`src/rtl/i2c32_pkg.sv`:
```
package i2c32_pkg;

  localparam int BYTE_W     = 8;
  localparam int WORD_BYTES = 4;
  localparam int WORD_W     = BYTE_W * WORD_BYTES;
  localparam int BIDX_W     = $clog2(WORD_BYTES);

  typedef enum logic [2:0] {
    ST_IDLE,
    ST_ADDR,
    ST_IDX,
    ST_WDAT,
    ST_RDAT,
    ST_IGNORE
  } bus_state_t;

  // address byte carries the 7-bit device address in bits 7:1
  function automatic logic addr_hits(input logic [BYTE_W-1:0] b,
                                     input logic [6:0] dev);
    return b[BYTE_W-1:1] == dev;
  endfunction

  // most significant byte arrives first: new byte enters at the bottom
  function automatic logic [WORD_W-1:0] push_byte(input logic [WORD_W-1:0] w,
                                                  input logic [BYTE_W-1:0] b);
    return {w[WORD_W-BYTE_W-1:0], b};
  endfunction

endpackage

```
`src/rtl/i2c32_line_sync.sv`:
```
module i2c32_line_sync #(
  parameter int STAGES = 2
) (
  input  logic clk,
  input  logic rst_n,
  input  logic scl_i,
  input  logic sda_i,
  output logic scl_s,
  output logic sda_s,
  output logic scl_rise,
  output logic scl_fall,
  output logic start_det,
  output logic stop_det
);

  localparam int NLINES = 2;

  logic [NLINES-1:0] raw;
  logic [NLINES-1:0] synced;
  logic [NLINES-1:0] last;

  assign raw = {sda_i, scl_i};

  for (genvar g = 0; g < NLINES; g++) begin : g_line
    logic [STAGES-1:0] pipe;
    always_ff @(posedge clk or negedge rst_n) begin
      if (!rst_n) begin
        pipe    <= '1;
        last[g] <= 1'b1;
      end else begin
        pipe    <= {pipe[STAGES-2:0], raw[g]};
        last[g] <= pipe[STAGES-1];
      end
    end
    assign synced[g] = pipe[STAGES-1];
  end

  assign scl_s     = synced[0];
  assign sda_s     = synced[1];
  assign scl_rise  =  scl_s & ~last[0];
  assign scl_fall  = ~scl_s &  last[0];
  assign start_det =  scl_s &  last[0] &  last[1] & ~sda_s;
  assign stop_det  =  scl_s &  last[0] & ~last[1] &  sda_s;

endmodule

```
`src/rtl/i2c32_rx_byte.sv`:
```
module i2c32_rx_byte
  import i2c32_pkg::*;
(
  input  logic              clk,
  input  logic              rst_n,
  input  logic              clr,
  input  logic              shift_en,
  input  logic              bit_in,
  output logic [BYTE_W-1:0] byte_now
);

  logic [BYTE_W-2:0] sh;

  // byte_now already includes the bit being sampled this cycle
  assign byte_now = {sh, bit_in};

  always_ff @(posedge clk or negedge rst_n) begin
    if (!rst_n)        sh <= '0;
    else if (clr)      sh <= '0;
    else if (shift_en) sh <= byte_now[BYTE_W-2:0];
  end

endmodule

```
`src/rtl/i2c32_tx_word.sv`:
```
module i2c32_tx_word
  import i2c32_pkg::*;
(
  input  logic              clk,
  input  logic              rst_n,
  input  logic              load,
  input  logic [WORD_W-1:0] load_val,
  input  logic              shift_en,
  output logic              bit_out
);

  logic [WORD_W-1:0] word_q;

  assign bit_out = word_q[WORD_W-1];

  // ones fill in from the bottom so an over-read leaves SDA released
  always_ff @(posedge clk or negedge rst_n) begin
    if (!rst_n)        word_q <= '1;
    else if (load)     word_q <= load_val;
    else if (shift_en) word_q <= {word_q[WORD_W-2:0], 1'b1};
  end

endmodule

```
`src/rtl/i2c_reg32_target.sv`:
```
module i2c_reg32_target
  import i2c32_pkg::*;
#(
  parameter logic [6:0] DEV_ADDR    = 7'h5A,
  parameter int         SYNC_STAGES = 2
) (
  input  logic              clk,
  input  logic              rst_n,
  input  logic              scl_i,
  input  logic              sda_i,
  output logic              sda_oe,
  output logic [WORD_W-1:0] reg_addr,
  output logic [WORD_W-1:0] reg_wdata,
  output logic              reg_we,
  output logic              reg_re,
  input  logic [WORD_W-1:0] reg_rdata
);

  localparam int            BITCNT_W = $clog2(BYTE_W);
  localparam logic [BITCNT_W-1:0] LAST_BIT  = BITCNT_W'(BYTE_W - 1);
  localparam logic [BIDX_W-1:0]   LAST_BYTE = BIDX_W'(WORD_BYTES - 1);

  // named bus events
  logic scl_s, sda_s, scl_rise, scl_fall, start_det, stop_det;

  i2c32_line_sync #(.STAGES(SYNC_STAGES)) u_sync (
    .clk(clk), .rst_n(rst_n), .scl_i(scl_i), .sda_i(sda_i),
    .scl_s(scl_s), .sda_s(sda_s), .scl_rise(scl_rise), .scl_fall(scl_fall),
    .start_det(start_det), .stop_det(stop_det)
  );

  bus_state_t          st, pend_st;
  logic [BITCNT_W-1:0] bitcnt;
  logic [BIDX_W-1:0]   bidx;
  logic go_ack, slot_ack, pend_ack, commit_pend, idx_valid, rd_load;
  logic sda_oe_q;
  logic [WORD_W-1:0] idx_q, wbuf_q;

  logic              bus_cond, rx_active, rx_shift, tx_shift, tx_bit, byte_done;
  logic [BYTE_W-1:0] byte_now;
  bus_state_t        after_slot;

  assign bus_cond  = start_det | stop_det;
  assign rx_active = (st == ST_ADDR) || (st == ST_IDX) || (st == ST_WDAT);
  assign rx_shift  = scl_rise && !bus_cond && rx_active && !slot_ack;
  assign tx_shift  = scl_rise && !bus_cond && (st == ST_RDAT) && !slot_ack;
  assign byte_done = scl_rise && !bus_cond && !slot_ack &&
                     (rx_active || st == ST_RDAT) && (bitcnt == LAST_BIT);
  assign after_slot = (st == ST_RDAT) ? ST_RDAT : pend_st;

  i2c32_rx_byte u_rx (
    .clk(clk), .rst_n(rst_n), .clr(start_det), .shift_en(rx_shift),
    .bit_in(sda_s), .byte_now(byte_now)
  );

  i2c32_tx_word u_tx (
    .clk(clk), .rst_n(rst_n), .load(rd_load), .load_val(reg_rdata),
    .shift_en(tx_shift), .bit_out(tx_bit)
  );

  always_ff @(posedge clk or negedge rst_n) begin
    if (!rst_n) begin
      st          <= ST_IDLE;
      pend_st     <= ST_IDLE;
      bitcnt      <= '0;
      bidx        <= '0;
      go_ack      <= 1'b0;
      slot_ack    <= 1'b0;
      pend_ack    <= 1'b0;
      commit_pend <= 1'b0;
      idx_valid   <= 1'b0;
      rd_load     <= 1'b0;
      sda_oe_q    <= 1'b0;
      idx_q       <= '0;
      wbuf_q      <= '0;
      reg_we      <= 1'b0;
      reg_re      <= 1'b0;
    end else begin
      reg_we  <= 1'b0;
      reg_re  <= 1'b0;
      rd_load <= reg_re;
      if (stop_det) begin
        st          <= ST_IDLE;
        idx_valid   <= 1'b0;
        go_ack      <= 1'b0;
        slot_ack    <= 1'b0;
        commit_pend <= 1'b0;
        sda_oe_q    <= 1'b0;
      end else if (start_det) begin
        st          <= ST_ADDR;
        bitcnt      <= '0;
        bidx        <= '0;
        go_ack      <= 1'b0;
        slot_ack    <= 1'b0;
        commit_pend <= 1'b0;
        sda_oe_q    <= 1'b0;
      end else if (st == ST_IDLE || st == ST_IGNORE) begin
        sda_oe_q <= 1'b0;
      end else if (scl_rise) begin
        if (slot_ack) begin
          // master acknowledge slot of a read byte
          if (st == ST_RDAT && sda_s) begin
            st       <= ST_IGNORE;
            slot_ack <= 1'b0;
          end
        end else begin
          bitcnt <= bitcnt + 1'b1;
          if (byte_done) begin
            go_ack <= 1'b1;
            unique case (st)
              ST_ADDR: begin
                pend_ack <= 1'b0;
                if (addr_hits(byte_now, DEV_ADDR)) begin
                  if (!byte_now[0]) begin
                    pend_ack  <= 1'b1;
                    pend_st   <= ST_IDX;
                    idx_valid <= 1'b0;
                    bidx      <= '0;
                  end else if (idx_valid) begin
                    pend_ack <= 1'b1;
                    pend_st  <= ST_RDAT;
                    reg_re   <= 1'b1;
                  end
                end
              end
              ST_IDX: begin
                idx_q    <= push_byte(idx_q, byte_now);
                pend_ack <= 1'b1;
                bidx     <= bidx + 1'b1;
                if (bidx == LAST_BYTE) begin
                  pend_st   <= ST_WDAT;
                  idx_valid <= 1'b1;
                end else begin
                  pend_st <= ST_IDX;
                end
              end
              ST_WDAT: begin
                wbuf_q   <= push_byte(wbuf_q, byte_now);
                pend_ack <= 1'b1;
                bidx     <= bidx + 1'b1;
                if (bidx == LAST_BYTE) begin
                  commit_pend <= 1'b1;
                  pend_st     <= ST_IGNORE;
                end else begin
                  pend_st <= ST_WDAT;
                end
              end
              default: ; // read byte: master answers in the slot
            endcase
          end
        end
      end else if (scl_fall) begin
        if (go_ack) begin
          go_ack <= 1'b0;
          if (st == ST_RDAT) begin
            slot_ack <= 1'b1;
            sda_oe_q <= 1'b0;
          end else if (pend_ack) begin
            slot_ack <= 1'b1;
            sda_oe_q <= 1'b1;
          end else begin
            st       <= ST_IGNORE;
            sda_oe_q <= 1'b0;
          end
        end else if (slot_ack) begin
          slot_ack <= 1'b0;
          bitcnt   <= '0;
          st       <= after_slot;
          if (commit_pend) begin
            reg_we      <= 1'b1;
            commit_pend <= 1'b0;
          end
          sda_oe_q <= (after_slot == ST_RDAT) ? ~tx_bit : 1'b0;
        end else if (st == ST_RDAT) begin
          sda_oe_q <= ~tx_bit;
        end
      end
    end
  end

  assign sda_oe    = sda_oe_q;
  assign reg_addr  = idx_q;
  assign reg_wdata = wbuf_q;

  // the write strobe is a single cycle
  p_we_pulse_r3: assert property (@(posedge clk) disable iff (!rst_n)
    reg_we |=> !reg_we);

  // a write is only committed once a full index has arrived
  p_we_has_index_r3: assert property (@(posedge clk) disable iff (!rst_n)
    reg_we |-> idx_valid);

  // the read strobe is a single cycle
  p_re_pulse_r5: assert property (@(posedge clk) disable iff (!rst_n)
    reg_re |=> !reg_re);

  // a STOP leaves the target idle with SDA released
  p_stop_idle_r4: assert property (@(posedge clk) disable iff (!rst_n)
    stop_det |=> (st == ST_IDLE) && !sda_oe);

  // the ignoring state never pulls SDA
  p_ignore_quiet_r7: assert property (@(posedge clk) disable iff (!rst_n)
    (st == ST_IGNORE) |=> !sda_oe);

  // the output enable only moves while synchronized SCL is low
  p_oe_scl_low_r9: assert property (@(posedge clk) disable iff (!rst_n)
    !$stable(sda_oe) |-> !scl_s);

endmodule

```
`config.mk`:
```
export PLATFORM = sky130hd
export DESIGN_NAME = i2c_reg32_target
export DESIGN_NICKNAME = d
export VERILOG_FILES = /design/src/rtl/i2c32_pkg.sv /design/src/rtl/i2c32_line_sync.sv /design/src/rtl/i2c32_rx_byte.sv /design/src/rtl/i2c32_tx_word.sv /design/src/rtl/i2c_reg32_target.sv
export SDC_FILE = /design/constraint.sdc
export NUM_CORES = 1
export LEC_CHECK = 0
export BUFFER_PORTS_ARGS = -buffer_cell sky130_fd_sc_hd__clkbuf_2
export CORE_MARGIN = 3
export CORE_UTILIZATION = 52
export CTS_BUF_LIST = sky130_fd_sc_hd__clkbuf_8
export CTS_CLUSTER_DIAMETER = 150
export DETAILED_ROUTE_END_ITERATION = 16
export PLACE_DENSITY = 0.78
export SETUP_SLACK_MARGIN = 0.5
export SYNTH_ARGS = -nofsm -noshare
export SYNTH_HDL_FRONTEND = slang
export SYNTH_SLANG_ARGS = --single-unit
```
`constraint.sdc`:
```
create_clock -name clk -period 2 [get_ports clk]
set_input_delay 0.1 -clock clk [delete_from_list [all_inputs] [get_ports clk]]
set_output_delay 0.1 -clock clk [all_outputs]
set_load 0.005 [all_outputs]
```
Word level (Yosys, flattened, before mapping)
Cells that the tools add are included.
Storage, ports and cells
  flip-flop bits (word level): 129
  input bits: 36
  logic and storage cells: 227
  output and inout port bits: 67
Cells by class
  reduce and logical (&&, ||, !) cells: 47
  add/sub/neg operators: 2
  equality and inequality tests: 34
  mux-type cells: 106
  bitwise operators: 17
Operator list (count)
  3-bit two-way mux: 23
  1-bit two-way mux: 68
  32-bit two-way mux: 2
  7-bit AND reduction: 4
  4-bit by 1-bit != test with 1-bit output, second input constant: 5
  4-bit nonzero test: 5
  3-bit != test, second input constant: 6
  9-bit AND reduction: 2
  8-bit AND reduction: 2
  3-bit nonzero test: 5
  2-bit two-way mux: 7
  7-bit two-way mux: 2
  2-bit nonzero test: 7
  3-bit equality test, second input constant: 4
  5-bit != test, second input constant: 2
  1-bit logical AND: 9
  3-bit by 2-bit != test with 1-bit output, second input constant: 3
  1-bit inverter: 9
  3-bit one-hot mux with 3 select lines: 1
  2-bit != test, second input constant: 4
  4-bit != test, second input constant: 2
  1-bit bitwise AND: 7
  7-bit equality test, second input constant: 1
  3-bit by 2-bit equality test with 1-bit output, second input constant: 2
  17 further kinds: 24

Logic depth before layout (Yosys ltp)
Gate-level depths: netlist (run 1).
  depth after elaboration: 15
  gate-level depth with buffers: 8
  gate-level depth less buffers: 7

Modules after synthesis
A second synthesis (run 1) with hierarchy kept.
Unflattened totals
  cell total of the unflattened synthesis: 448
  area total of the unflattened synthesis: 5805.6 µm²
By module, submodules not included
  i2c_reg32_target: cells each 276, seq. area each 2102.0 µm², area each 3778.6 µm², times used 1
  i2c32_tx_word: cells each 139, seq. area each 840.8 µm², area each 1546.5 µm², times used 1
  i2c32_rx_byte: cells each 23, seq. area each 175.2 µm², area each 290.3 µm², times used 1
  i2c32_line_sync: cells each 10, seq. area each 157.7 µm², area each 190.2 µm², times used 1

Worst setup path before layout (run 1)
OpenSTA, ideal clock, no wires.
  kind: reg-to-reg
  start: register u_sync.g_line[0].pipe[1]
  end: register idx_q[10], in the netlist reg_addr[10]
  setup time: 0.128 ns
  path buffers: 1
  arrival: 1.887 ns
  clock period less this slack: 2.015 ns
  slack: -0.015 ns
  cell stages (with the launch flop): 8
  data required time: 1.872 ns
  path through: dfstp_2 -> ha_1 -> nand2b_1 -> a21oi_2 -> nand2_1 -> nor3_2 -> buf_4 -> mux2_1
Between the ends
  longest elaborated chain between the ends: 10
  elaborated cells between the ends (all ways): 15
  those cells by class: bitwise: 9; reduce/logical: 6
RTL lines
  start, declared: line i2c32_line_sync.sv:25  | logic [STAGES-1:0] pipe;
  start signal, assigned: line i2c32_line_sync.sv:31  | pipe <= {pipe[STAGES-2:0], raw[g]};
  1-bit bitwise AND: line i2c32_line_sync.sv:42, i2c32_line_sync.sv:43
  1-bit bitwise AND (on tied branches) (2 in a row): line i2c32_line_sync.sv:42, i2c32_line_sync.sv:43
  1-bit bitwise OR: line i2c_reg32_target.sv:43  | assign bus_cond = start_det | stop_det;
  1-bit zero test: line i2c_reg32_target.sv:47  | assign byte_done = scl_rise && !bus_cond && !slot_ack &&
  1-bit logical AND (3 in a row): line i2c_reg32_target.sv:47
  1-bit logical AND: line i2c_reg32_target.sv:48  | (rx_active || st == ST_RDAT) && (bitcnt == LAST_BIT);
  7-bit AND reduction (no source line) (*)
  end signal, assigned: line i2c_reg32_target.sv:127  | idx_q <= push_byte(idx_q, byte_now);
  end, declared: line i2c_reg32_target.sv:37  | logic [WORD_W-1:0] idx_q, wbuf_q;
Every way passes the cells marked *; elsewhere a longest branch is shown, timed or not.
A chain may end at the register's enable or synchronous reset.

Final worst setup path (run 1)
  start: register u_sync.g_line[0].pipe[1]
  end: register idx_q[2], in the netlist reg_addr[2]
The elaborated chain is that of the path after synthesis.

==> impl_results.md, run 1 <==
- Final worst path period share: 98.0%
- HPWL after DPL: 7.79 mm
- Largest net degree at the start of global routing: 130
- Worst-margin pin slew: 0.689 ns
- Worst-path cell chain: ha_4, nand2b_4, a21oi_4, nand2_2, nor3_4, buf_6, clkbuf_16, mux2_4
- Clock network fraction of total power: 34.8%
- Slew headroom: 54.1%
- WL/cell: 18.1 um
- Full die area: 12200 um2
- Fill count: 645
- Worst Reg-to-Reg Cells: 8
- Minimum clock period: 1.96 ns
- DRC viols: 0
- Critical Path RT: 2.34 ns
- Status: finished clean
- Starting density of the core: 54.0%
- Layout Utilization: 74.9%
- Worst path bufs/invs: 2
- CTS tree: yes
- RSZ-0062 raised after global routing: true
- Area grow syn2layout: 38.7%
- Die width: 110 um
- Vias in the first global route: 4169
- Worst hold slack: 0.276 ns
- Top delay family on crit path: flip-flops
- Routability congestion estimate: 0.909
- Core ar.: 10500 um2
- Total gr overflow: 0
- Worst setup endpoint: reg_addr[2]
- Multiplexer share of the synthesized area: 20.5%
- 1st-pass router iterations: 5
- LEAKAGE: 3.62 nW
- Die Span Y: 110 um
- Adder-cell share of the synthesized area: 1.33%
- Final WL: 14.1 mm
- Sw Pwr: 1.58 mW
- Worst path arrival time: 2.30 ns
- FF+latch count, synth: 129
- Sequential Power Share: 49.7%
- Total of max-cap violations: 0
- Cell Area, Synth: 5650 um2
- Clock Skews: 0.0153 ns
- Layout cell share with drive strength beyond 1: 51.5%
- Routed vias: 4260
- Clock Sinks: 129
- Rows: 37
- Largest family of logic cells by synthesized area: multiplexers
- IO Pins: 103
- R2R Setup Slk: 0.04 ns
- # setup viols final: 0
- Final ANT Viol Nets: 0
- Mean Syn Cell Area: 12.7 um2
- Worst hold path class: primary input to async pin
- Slowest cell on crit path: dfstp_2
- Clock buffer depth: 2
- DR vias/cell: 5.47
- H-tree levels: 4
- Clock Pin Slew Worst Setup and Hold Paths: 0.08 ns
- Sw Ratio: 28.4%
- PwrDens: 710 nW/um2
- Mapped Nets: 488
- Worst R2R End: reg_addr[2]
- Sequential area share after synthesis: 57.9%
- Post-synthesis xor/xnor area fraction: 0.443%
- CP max stage delay: 0.58 ns
- Main synth FF type: dfrtp_1
- Netlist cell types: 54
- Initial antenna violation count: 0
- Asr flop ratio synth: 100%
- Cells after Synth: 446
- Int Pwr: 3.98 mW
- First-pass GRT wire length: 20.9 mm
- Synth Area in Compound Gates: 8.43%
- RR Startpoint: u_sync.g_line[0].pipe[1]
- Worst setup path class: flop to flop
- Critical Path Source Type: flop
- Port-buffer cells: 102
- Final Hold Viols: 0
- Tot Pwr: 5.56 mW
- Worst-path fanout max: 8
- Worst vdd ir: 0.658 mV
- Crit path depth: 8
- Power share of the combinational group: 15.6%
- Root Driver: clkbuf_8
- Simple-Gate Fraction of Synth Area: 8.21%
- GRT Util Overall: 22.9%
- Max Clock Freq: 510 MHz
- TNS Setup: 0 ns
- Synth warn: 0
- Skew-Pair Late Insertion Delay: 0.45 ns
- DRT iter0 DRCs: 313
- CTS buffer count: 17
- Crit path capture type: flop
- Ant diodes: 0
- EDFF count, synth: 0
- Max-slew violation count: 0
- Total Nets Final: 672
- Start point of the critical path: u_sync.g_line[0].pipe[1]
==> cells by family after synthesis <==
group	count (synthesis)
mux	107
compound gates	75
buf+inv	30
flops	129
fa+ha+maj	6
xor+xnor	2
simple gates	97
==> tightest hold or removal path, cell delays in order <==
cell and delay, ns:
dlygate4sd3_1 0.53, buf_4 0.11, buf_12 0.44
==> layout make-up <==
class	instances	area (um2)	area share [%]
clock buffers	18	248	3.16
clock inverters	14	95.1	1.21
inverters	7	26.3	0.335
multi-input cells	287	2550	32.5
flip-flops and latches	129	3280	41.8
well taps	136	170	2.17
repair buffers	188	1470	18.8
==> per-stage QoR <==
stage | cell area, um2 | setup slack (ns) | cells
after floorplan | 5750 | 0.0828 | 446
after global placement | 6470 | 0.0397 | 682
after detailed placement | 6470 | -0.0112 | 682
after CTS | 7470 | 0.0144 | 766
after global routing | 7840 | -0.0371 | 779
final | 7840 | 0.0402 | 779
==> layout by cell type (no fill, tap or decap), types with 4 or more instances in the layout <==
master,Yosys,routed
dfrtp_1,91,89
clkbuf_2,0,101
mux2i_2,0,4
nand2_1,47,45
o21ai_1,33,32
clkinvlp_4,0,4
nor2_1,22,18
mux2_4,0,34
a21oi_1,9,6
clkbuf_8,0,18
buf_4,3,32
buf_6,2,7
dlygate4sd3_1,0,35
buf_12,0,7
o21ai_0,9,7
mux2_2,35,32
dfstp_2,38,38
inv_1,7,9
mux2i_1,39,34
==> registers in the layout, summed over array words and instances (netlist names), 2 cells and up <==
name	flops
bidx	2
u_rx.sh	7
u_tx.word_q	32
bitcnt	3
pend_st	3
u_sync.g_line.pipe	4
reg_addr	32
st	3
reg_wdata	32
u_sync.last	2
==> per-layer routing <==
metal / vias up / track usage [%] / routed length [um]
met5: - / 0 / 0
met4: 0 / 8.27 / 337
li1: 1946 / - / -
met2: 138 / 36.9 / 7070
met3: 41 / 7.98 / 804
met1: 2135 / 28.8 / 5880
==> Yosys cell counts, types with 6 or more instances <==
| cell type | number | area share [%] |
|---|---|---|
| mux2i_1 | 39 | 6.9 |
| a21oi_1 | 9 | 0.80 |
| ha_1 | 6 | 1.3 |
| dfrtp_1 | 91 | 40 |
| mux2_2 | 35 | 7.0 |
| clkbuf_1 | 8 | 0.53 |
| nor2_1 | 22 | 1.5 |
| mux2_1 | 33 | 6.6 |
| o21ai_0 | 9 | 0.80 |
| o21ai_1 | 33 | 2.9 |
| dfstp_2 | 38 | 18 |
| nand2_1 | 47 | 3.1 |
| buf_2 | 6 | 0.53 |
| inv_1 | 7 | 0.46 |
==> how the worst min path moves through the flow <==
stage	from	end	cells past startpoint
global route	sda_i	u_sync.g_line[1].pipe[0]	2
detailed placement	scl_i	u_sync.g_line[0].pipe[0]	1
finish	rst_n	st[2]	3
CTS	scl_i	u_sync.g_line[0].pipe[0]	2
global placement	scl_i	u_sync.g_line[0].pipe[0]	1
floorplan	rst_n	bidx[0]	0
==> power groups by stage <==
stage / clock network [mW] / registers, mW / logic, mW
after CTS: 1.97 / 2.76 / 0.780
after global placement: 0 / 2.80 / 0.621
after global routing: 2.10 / 2.77 / 0.935
after floorplan: 0 / 2.78 / 0.405
after detailed placement: 0 / 2.80 / 0.629
final: 1.94 / 2.76 / 0.865
==> timing repair <==
action | 4_1_cts | 5_1_grt
pin swaps | 5 | 11
gates resized for setup | 23 | 55
buffers inserted | 14 | 10
endpoints found under the hold margin | 125 | 0
setup endpoints to repair | 122 | 122
hold buffers | 35 | 0
gates cloned | 3 | 3
(Power assumes the default switching activity.)
==> run 2, diff against run 1 <==
Settings changed: CORE_UTILIZATION 52 to 62, PLACE_DENSITY 0.78 to 0.88.
Clock period 2 ns to 2.3 ns, I/O delays scaled along.
==> impl_results.md, run 2 (same netlist as run 1, synthesis figures left out) <==
- Top delay family on crit path: compound AO/OA/AOI/OAI gates
- Total gr overflow: 0 (unchanged)
- Sequential Power Share: 45.1% (-4.6 points)
- Sw Pwr: 1.64 mW (+3.5%)
- Start point of the critical path: u_sync.g_line[0].pipe[1]
- Power share of the combinational group: 13.9% (-1.7 points)
- WL/cell: 28.0 um (+55%)
- Tot Pwr: 5.44 mW (-2.2%)
- Final ANT Viol Nets: 0 (unchanged)
- RR Startpoint: u_sync.g_line[0].pipe[1]
- Final WL: 20.8 mm (+48%)
- Cell mode on critical path: buf_4
- LEAKAGE: 3.69 nW (+2.2%)
- Worst setup path class: flop to flop
- Critical Path RT: 2.68 ns (+0.34 ns)
- Worst-margin pin slew: 0.796 ns (+0.107 ns)
- Critical Path Source Type: flop
- Vias in the first global route: 4788 (+15%)
- First-pass GRT wire length: 25.2 mm (+20%)
- Port-buffer cells: 102 (unchanged)
- Final Hold Viols: 0 (unchanged)
- Starting density of the core: 64.2% (+10 points)
- Slowest cell on crit path: dfstp_2
- Sw Ratio: 30.1% (+1.7 points)
- HPWL after DPL: 7.81 mm (+0.25%)
- H-tree levels: 4 (unchanged)
- Status: finished clean
- Routed vias: 4942 (+16%)
- Worst vdd ir: 0.526 mV (-20%)
- Layout Utilization: 91.7% (+17 points)
- Routability congestion estimate: 0.946 (+4.0%)
- Rows: 34 (-8.1%)
- Die Span Y: 101 um (-8.0%)
- Slew headroom: 46.8% (-7.2 points)
- Area grow syn2layout: 42.9%
- PwrDens: 674 nW/um2 (-5.1%)
- CP max stage delay: 0.59 ns (about the same)
- Final worst path period share: 94.3% (-3.7 points)
- Max Clock Freq: 461 MHz (-9.7%)
- TNS Setup: 0 ns (unchanged)
- Core ar.: 8810 um2 (-16%)
- Clock Sinks: 129 (unchanged)
- Skew-Pair Late Insertion Delay: 0.46 ns (about the same)
- Clock Pin Slew Worst Setup and Hold Paths: 0.10 ns (+0.02 ns)
- Clock network fraction of total power: 41.0% (+6.2 points)
- Worst path arrival time: 2.55 ns (+0.25 ns)
- Root Driver: clkbuf_8
- Largest net degree at the start of global routing: 63 (-52%)
- CTS buffer count: 17 (unchanged)
- Initial antenna violation count: 0 (unchanged)
- DRC viols: 0 (unchanged)
- Most frequent cells in the layout: clkbuf_2, dfrtp_1, mux2_4
- Crit path capture type: flop
- Worst-path fanout max: 4 (-4)
- 1st-pass router iterations: 7 (+2)
- Die width: 101 um (-8.0%)
- Ant diodes: 0 (unchanged)
- Worst R2R End: commit_pend
- Minimum clock period: 2.17 ns (+0.210 ns)
- Clock buffer depth: 2 (unchanged)
- DR vias/cell: 6.63 (+21%)
- Int Pwr: 3.80 mW (-4.5%)
- Layout cell share with drive strength beyond 1: 52.1% (+0.64 points)
- Worst-path cell chain: ha_4, nand2b_4, a21oi_4, buf_4, buf_4, o2111ai_1, nor4_2, o221a_2
- Total of max-cap violations: 0 (unchanged)
- IO Pins: 103 (unchanged)
- Fill count: 266 (-59%)
- R2R Setup Slk: 0.13 ns (+0.09 ns)
- Area of the multi-input gates: 2690 um2 (+5.3%)
- Storage cell area: 3280 um2 (unchanged)
- RSZ-0062 raised after global routing: true
- Worst path bufs/invs: 2 (unchanged)
- Worst Reg-to-Reg Cells: 8 (unchanged)
- Worst hold path class: primary input to async pin
- Max-slew violation count: 0 (unchanged)
- GRT Util Overall: 32.5% (+9.6 points)
- Commonest non-fill, non-tap cell in the layout: clkbuf_2
- Total Nets Final: 666 (-0.89%)
- # setup viols final: 0 (unchanged)
- Full die area: 10300 um2 (-15%)
- CTS tree: yes
- DRT iter0 DRCs: 440 (+41%)
- Clock Skews: 0.0247 ns (+0.00939 ns)
[run 2: changes by cell type in the layout (fill, tap and decap cells not counted), moves of 4 or more]
| cell | previous run | this run |
|---|---|---|
| buf_16 | 3 | 7 |
| buf_4 | 32 | 18 |
| buf_6 | 7 | 12 |
| mux2_2 | 32 | 2 |
| mux2_4 | 34 | 62 |
| mux2i_1 | 34 | 27 |
| mux2i_2 | 4 | 10 |
| o21ai_0 | 7 | 3 |
[run 2: metrics by stage]
step	worst slack, ns	std cells	hold WS [ns]	instance area (um2)
after floorplan	0.383	446	-0.181	5740
after global placement	0.209	642	0.155	6330
after detailed placement	0.133	642	0.159	6330
after CTS	0.272	734	0.227	7630
after global routing	0.0604	745	0.249	8080
final	0.131	745	0.215	8080
[run 2: repair_timing]
action                                  in CTS  in global routing
cloned                                       7                  2
endpoints found under the setup margin     118                120
buffers inserted                            18                  9
gates resized for setup                     38                 92
hold buffers                                35                  0
pin swaps                                    9                  6
endpoints found under the hold margin       44                  0
[run 2: worst reg2reg max path, cell delays in order (launching register included)]
cell and delay, ns:
dfstp_2 0.59, ha_4 0.17, nand2b_4 0.07, a21oi_4 0.18, buf_4 0.18, buf_4 0.12, o2111ai_1 0.23, nor4_2 0.29
o221a_2 0.27
[run 2: how the worst max path moves through the flow]
stage	cells past startpoint	to
after floorplan	7	st[0]
after detailed placement	7	reg_addr[18]
after global placement	7	reg_addr[1]
after global routing	4	bitcnt[0]
after CTS	7	st[0]
final	8	commit_pend
[run 2: per-layer routing]
layer	vias up	part of all wire, %	global-route usage (%)	wire [um]
li1	1939	-	-	-
met1	2458	35	37.9	7230
met2	414	50	56.4	10500
met3	131	9.1	7.78	1900
met4	0	5.7	15.4	1180
met5	-	0	0	0
[run 2: layout make-up]
type | instances | area share (%)
Sequential cell | 129 | 40.6
Clock buffer | 18 | 3.07
Timing Repair Buffer | 182 | 18.7
Inverter | 7 | 0.325
Clock inverter | 14 | 2.39
Multi-Input combinational cell | 287 | 33.3
Tap cell | 108 | 1.67
[run 2: power by group through the flow]
stage / Combinational, mW / Sequential [mW] / Clock (mW)
finish: 0.756 / 2.45 / 2.23
global route: 0.793 / 2.46 / 2.31
CTS: 0.607 / 2.43 / 2.16
detailed placement: 0.469 / 2.46 / 0
global placement: 0.460 / 2.46 / 0
floorplan: 0.346 / 2.42 / 0
==> run 3, diff against run 2 <==
--- a/config.mk
+++ b/config.mk
@@ -15,2 +15,3 @@
 export SETUP_SLACK_MARGIN = 0.5
+export SLEW_MARGIN = 20
 export SYNTH_ARGS = -nofsm -noshare
==> constraint.sdc (replaced) <==
create_clock -name clk -period 2.3 [get_ports clk]
set_input_delay 0.46 -clock clk [delete_from_list [all_inputs] [get_ports clk]]
set_output_delay 0.46 -clock clk [all_outputs]
set_load 0.005 [all_outputs]
==> impl_results.md, run 3 (same netlist as run 1, synthesis figures left out) <==
- Crit path setup slack, layout: 0.209 ns (+0.0784 ns)
- PwrDens: 661 nW/um2 (-1.9%)
- First-pass GRT wire length: 22.8 mm (-9.3%)
- Worst vdd ir: 0.672 mV (+28%)
- Worst setup path class: flop to flop
- Max-slew violation count: 0 (unchanged)
- Max Clock Freq: 478 MHz (+3.7%)
- 1st-pass router iterations: 6 (-1)
- Full die area: 10300 um2 (unchanged)
- Total of max-cap violations: 0 (unchanged)
- Clock Skews: 0.0306 ns (+0.00593 ns)
- Routed vias: 4411 (-11%)
- Worst-path fanout max: 8 (+4)
- Clock Sinks: 129 (unchanged)
- Ant diodes: 0 (unchanged)
- Pre-CTS setup slack: 0.125 ns (-0.00817 ns)
- Total Nets Final: 632 (-5.1%)
- Clock Pin Slew Worst Setup and Hold Paths: 0.10 ns (about the same)
- CTS tree: yes
- Slew headroom: 53.5% (+6.7 points)
- DR vias/cell: 6.20 (-6.5%)
- Initial antenna violation count: 0 (unchanged)
- DRC viols: 0 (unchanged)
- Critical Path RT: 2.65 ns (-0.03 ns)
- GRT Util Overall: 28.8% (-3.6 points)
- RSZ-0062 raised after global routing: true
- Worst path arrival time: 2.44 ns (-0.11 ns)
- LEAKAGE: 3.54 nW (-4.3%)
- Final WL: 16.8 mm (-19%)
- Largest net degree at the start of global routing: 130 (+110%)
- Placed cell area: 6350 um2 (+0.32%)
- Worst-margin pin slew: 0.688 ns (-0.108 ns)
- WL/cell: 23.7 um (-15%)
- CTS buffer count: 17 (unchanged)
- Commonest non-fill, non-tap cell in the layout: clkbuf_2
- Die Span Y: 101 um (unchanged)
- Status: finished clean
- Hold buffer count at CTS: 0 (-100%)
- Total gr overflow: 0 (unchanged)
- Root Driver: clkbuf_8
- Core ar.: 8810 um2 (unchanged)
- Area grow syn2layout: 35.6%
- Rows: 34 (unchanged)
- Port-buffer cells: 102 (unchanged)
- Skew-Pair Late Insertion Delay: 0.45 ns (about the same)
- Final Hold Viols: 0 (unchanged)
- Final worst path period share: 90.9% (-3.4 points)
- HPWL after DPL: 7.88 mm (+0.81%)
- Design Area, Final: 7670 um2 (-5.1%)
- Hold path startpoint: scl_i
- Start point of the critical path: st[1]
- Starting density of the core: 64.2% (unchanged)
- IO Pins: 103 (unchanged)
- Die width: 101 um (unchanged)
- Critical Path Source Type: flop
- Routability congestion estimate: 0.936 (-1.0%)
- Clock buffer depth: 2 (unchanged)
- Layout Utilization: 87.1% (-4.6 points)
- # setup viols final: 0 (unchanged)
- H-tree levels: 4 (unchanged)
- Worst hold path class: primary input to flop
- Most frequent cells in the layout: clkbuf_2, dfrtp_1, mux2_4
- Layout cell share with drive strength beyond 1: 54.1% (+1.9 points)
- DRT iter0 DRCs: 303 (-31%)
- TNS Setup: 0 ns (unchanged)
- RR Startpoint: st[1]
- Vias in the first global route: 4443 (-7.2%)
- Final ANT Viol Nets: 0 (unchanged)
- Crit path capture type: flop
- Minimum clock period: 2.09 ns (-0.0784 ns)
==> run 3: cell count changes in the layout (fill, tap and decap cells not counted), moves of 3 or more <==
| cell | previous run | this run |
|---|---|---|
| dlygate4sd3_1 | 35 | 0 |
| mux2_4 | 62 | 49 |
| mux2_1 | 4 | 16 |
| mux2i_2 | 10 | 0 |
| mux2i_1 | 27 | 35 |
| o21ai_1 | 35 | 30 |
| buf_4 | 18 | 22 |
| buf_6 | 12 | 9 |
| nand2_1 | 46 | 43 |
| nand2_2 | 0 | 3 |
| o21ai_2 | 2 | 5 |
==> run 3: final timing paths <==
kind	end	slack (ns)	cells past startpoint
max	reg_wdata[12]	0.21	7
min	u_sync.g_line[0].pipe[0]	0.08	1
max reg2reg	reg_wdata[12]	0.21	7
min reg2reg	u_sync.g_line[1].pipe[1]	0.36	0
max in group asynchronous	reg_addr[24]	1.68	2
min in group asynchronous	commit_pend	0.11	2
==> run 3: final cells by class <==
type	instances	area (um2)
fillers	338	1140
flip-flops and latches	129	3280
multi-input cells	287	2700
clock inverters	15	149
well taps	108	135
inverters	7	26.3
clock buffers	17	234
repair buffers	148	1140
==> run 3: routing by layer <==
metal	wire (um)	GRT usage (%)
met5	0	0
met4	684	10.4
met3	1140	7.44
met2	8630	49.7
met1	6360	35.1
==> run 3: what timing repair did <==
item	CTS	global route
pin swaps	12	13
endpoints found under the hold margin	0	0
resized for setup	43	79
cloned	5	3
endpoints found under the setup margin	119	120
buffers inserted	22	6
==> run 3: per-stage QoR <==
step | instances | hold WS (ns) | power [mW]
floorplan | 446 | 0.164 | 2.76
global placement | 643 | 0.349 | 2.92
detailed placement | 643 | 0.351 | 2.94
CTS | 702 | 0.0792 | 4.90
global route | 711 | 0.0548 | 5.22
finish | 711 | 0.0776 | 5.07
==> run 3: critical path, stage by stage, from the launching register on <==
cell and delay [ns]:
dfrtp_2 0.47, inv_1 0.16, nor2_1 0.28, nand2_1 0.23, nor2_4 0.24, buf_6 0.16, clkbuf_16 0.16, mux2_4 0.31
==> run 3: power breakdown <==
group / switching, mW / internal [mW]
Clock: 1.04 / 0.888
Combinational: 0.406 / 0.297
Sequential: 0.0971 / 2.34
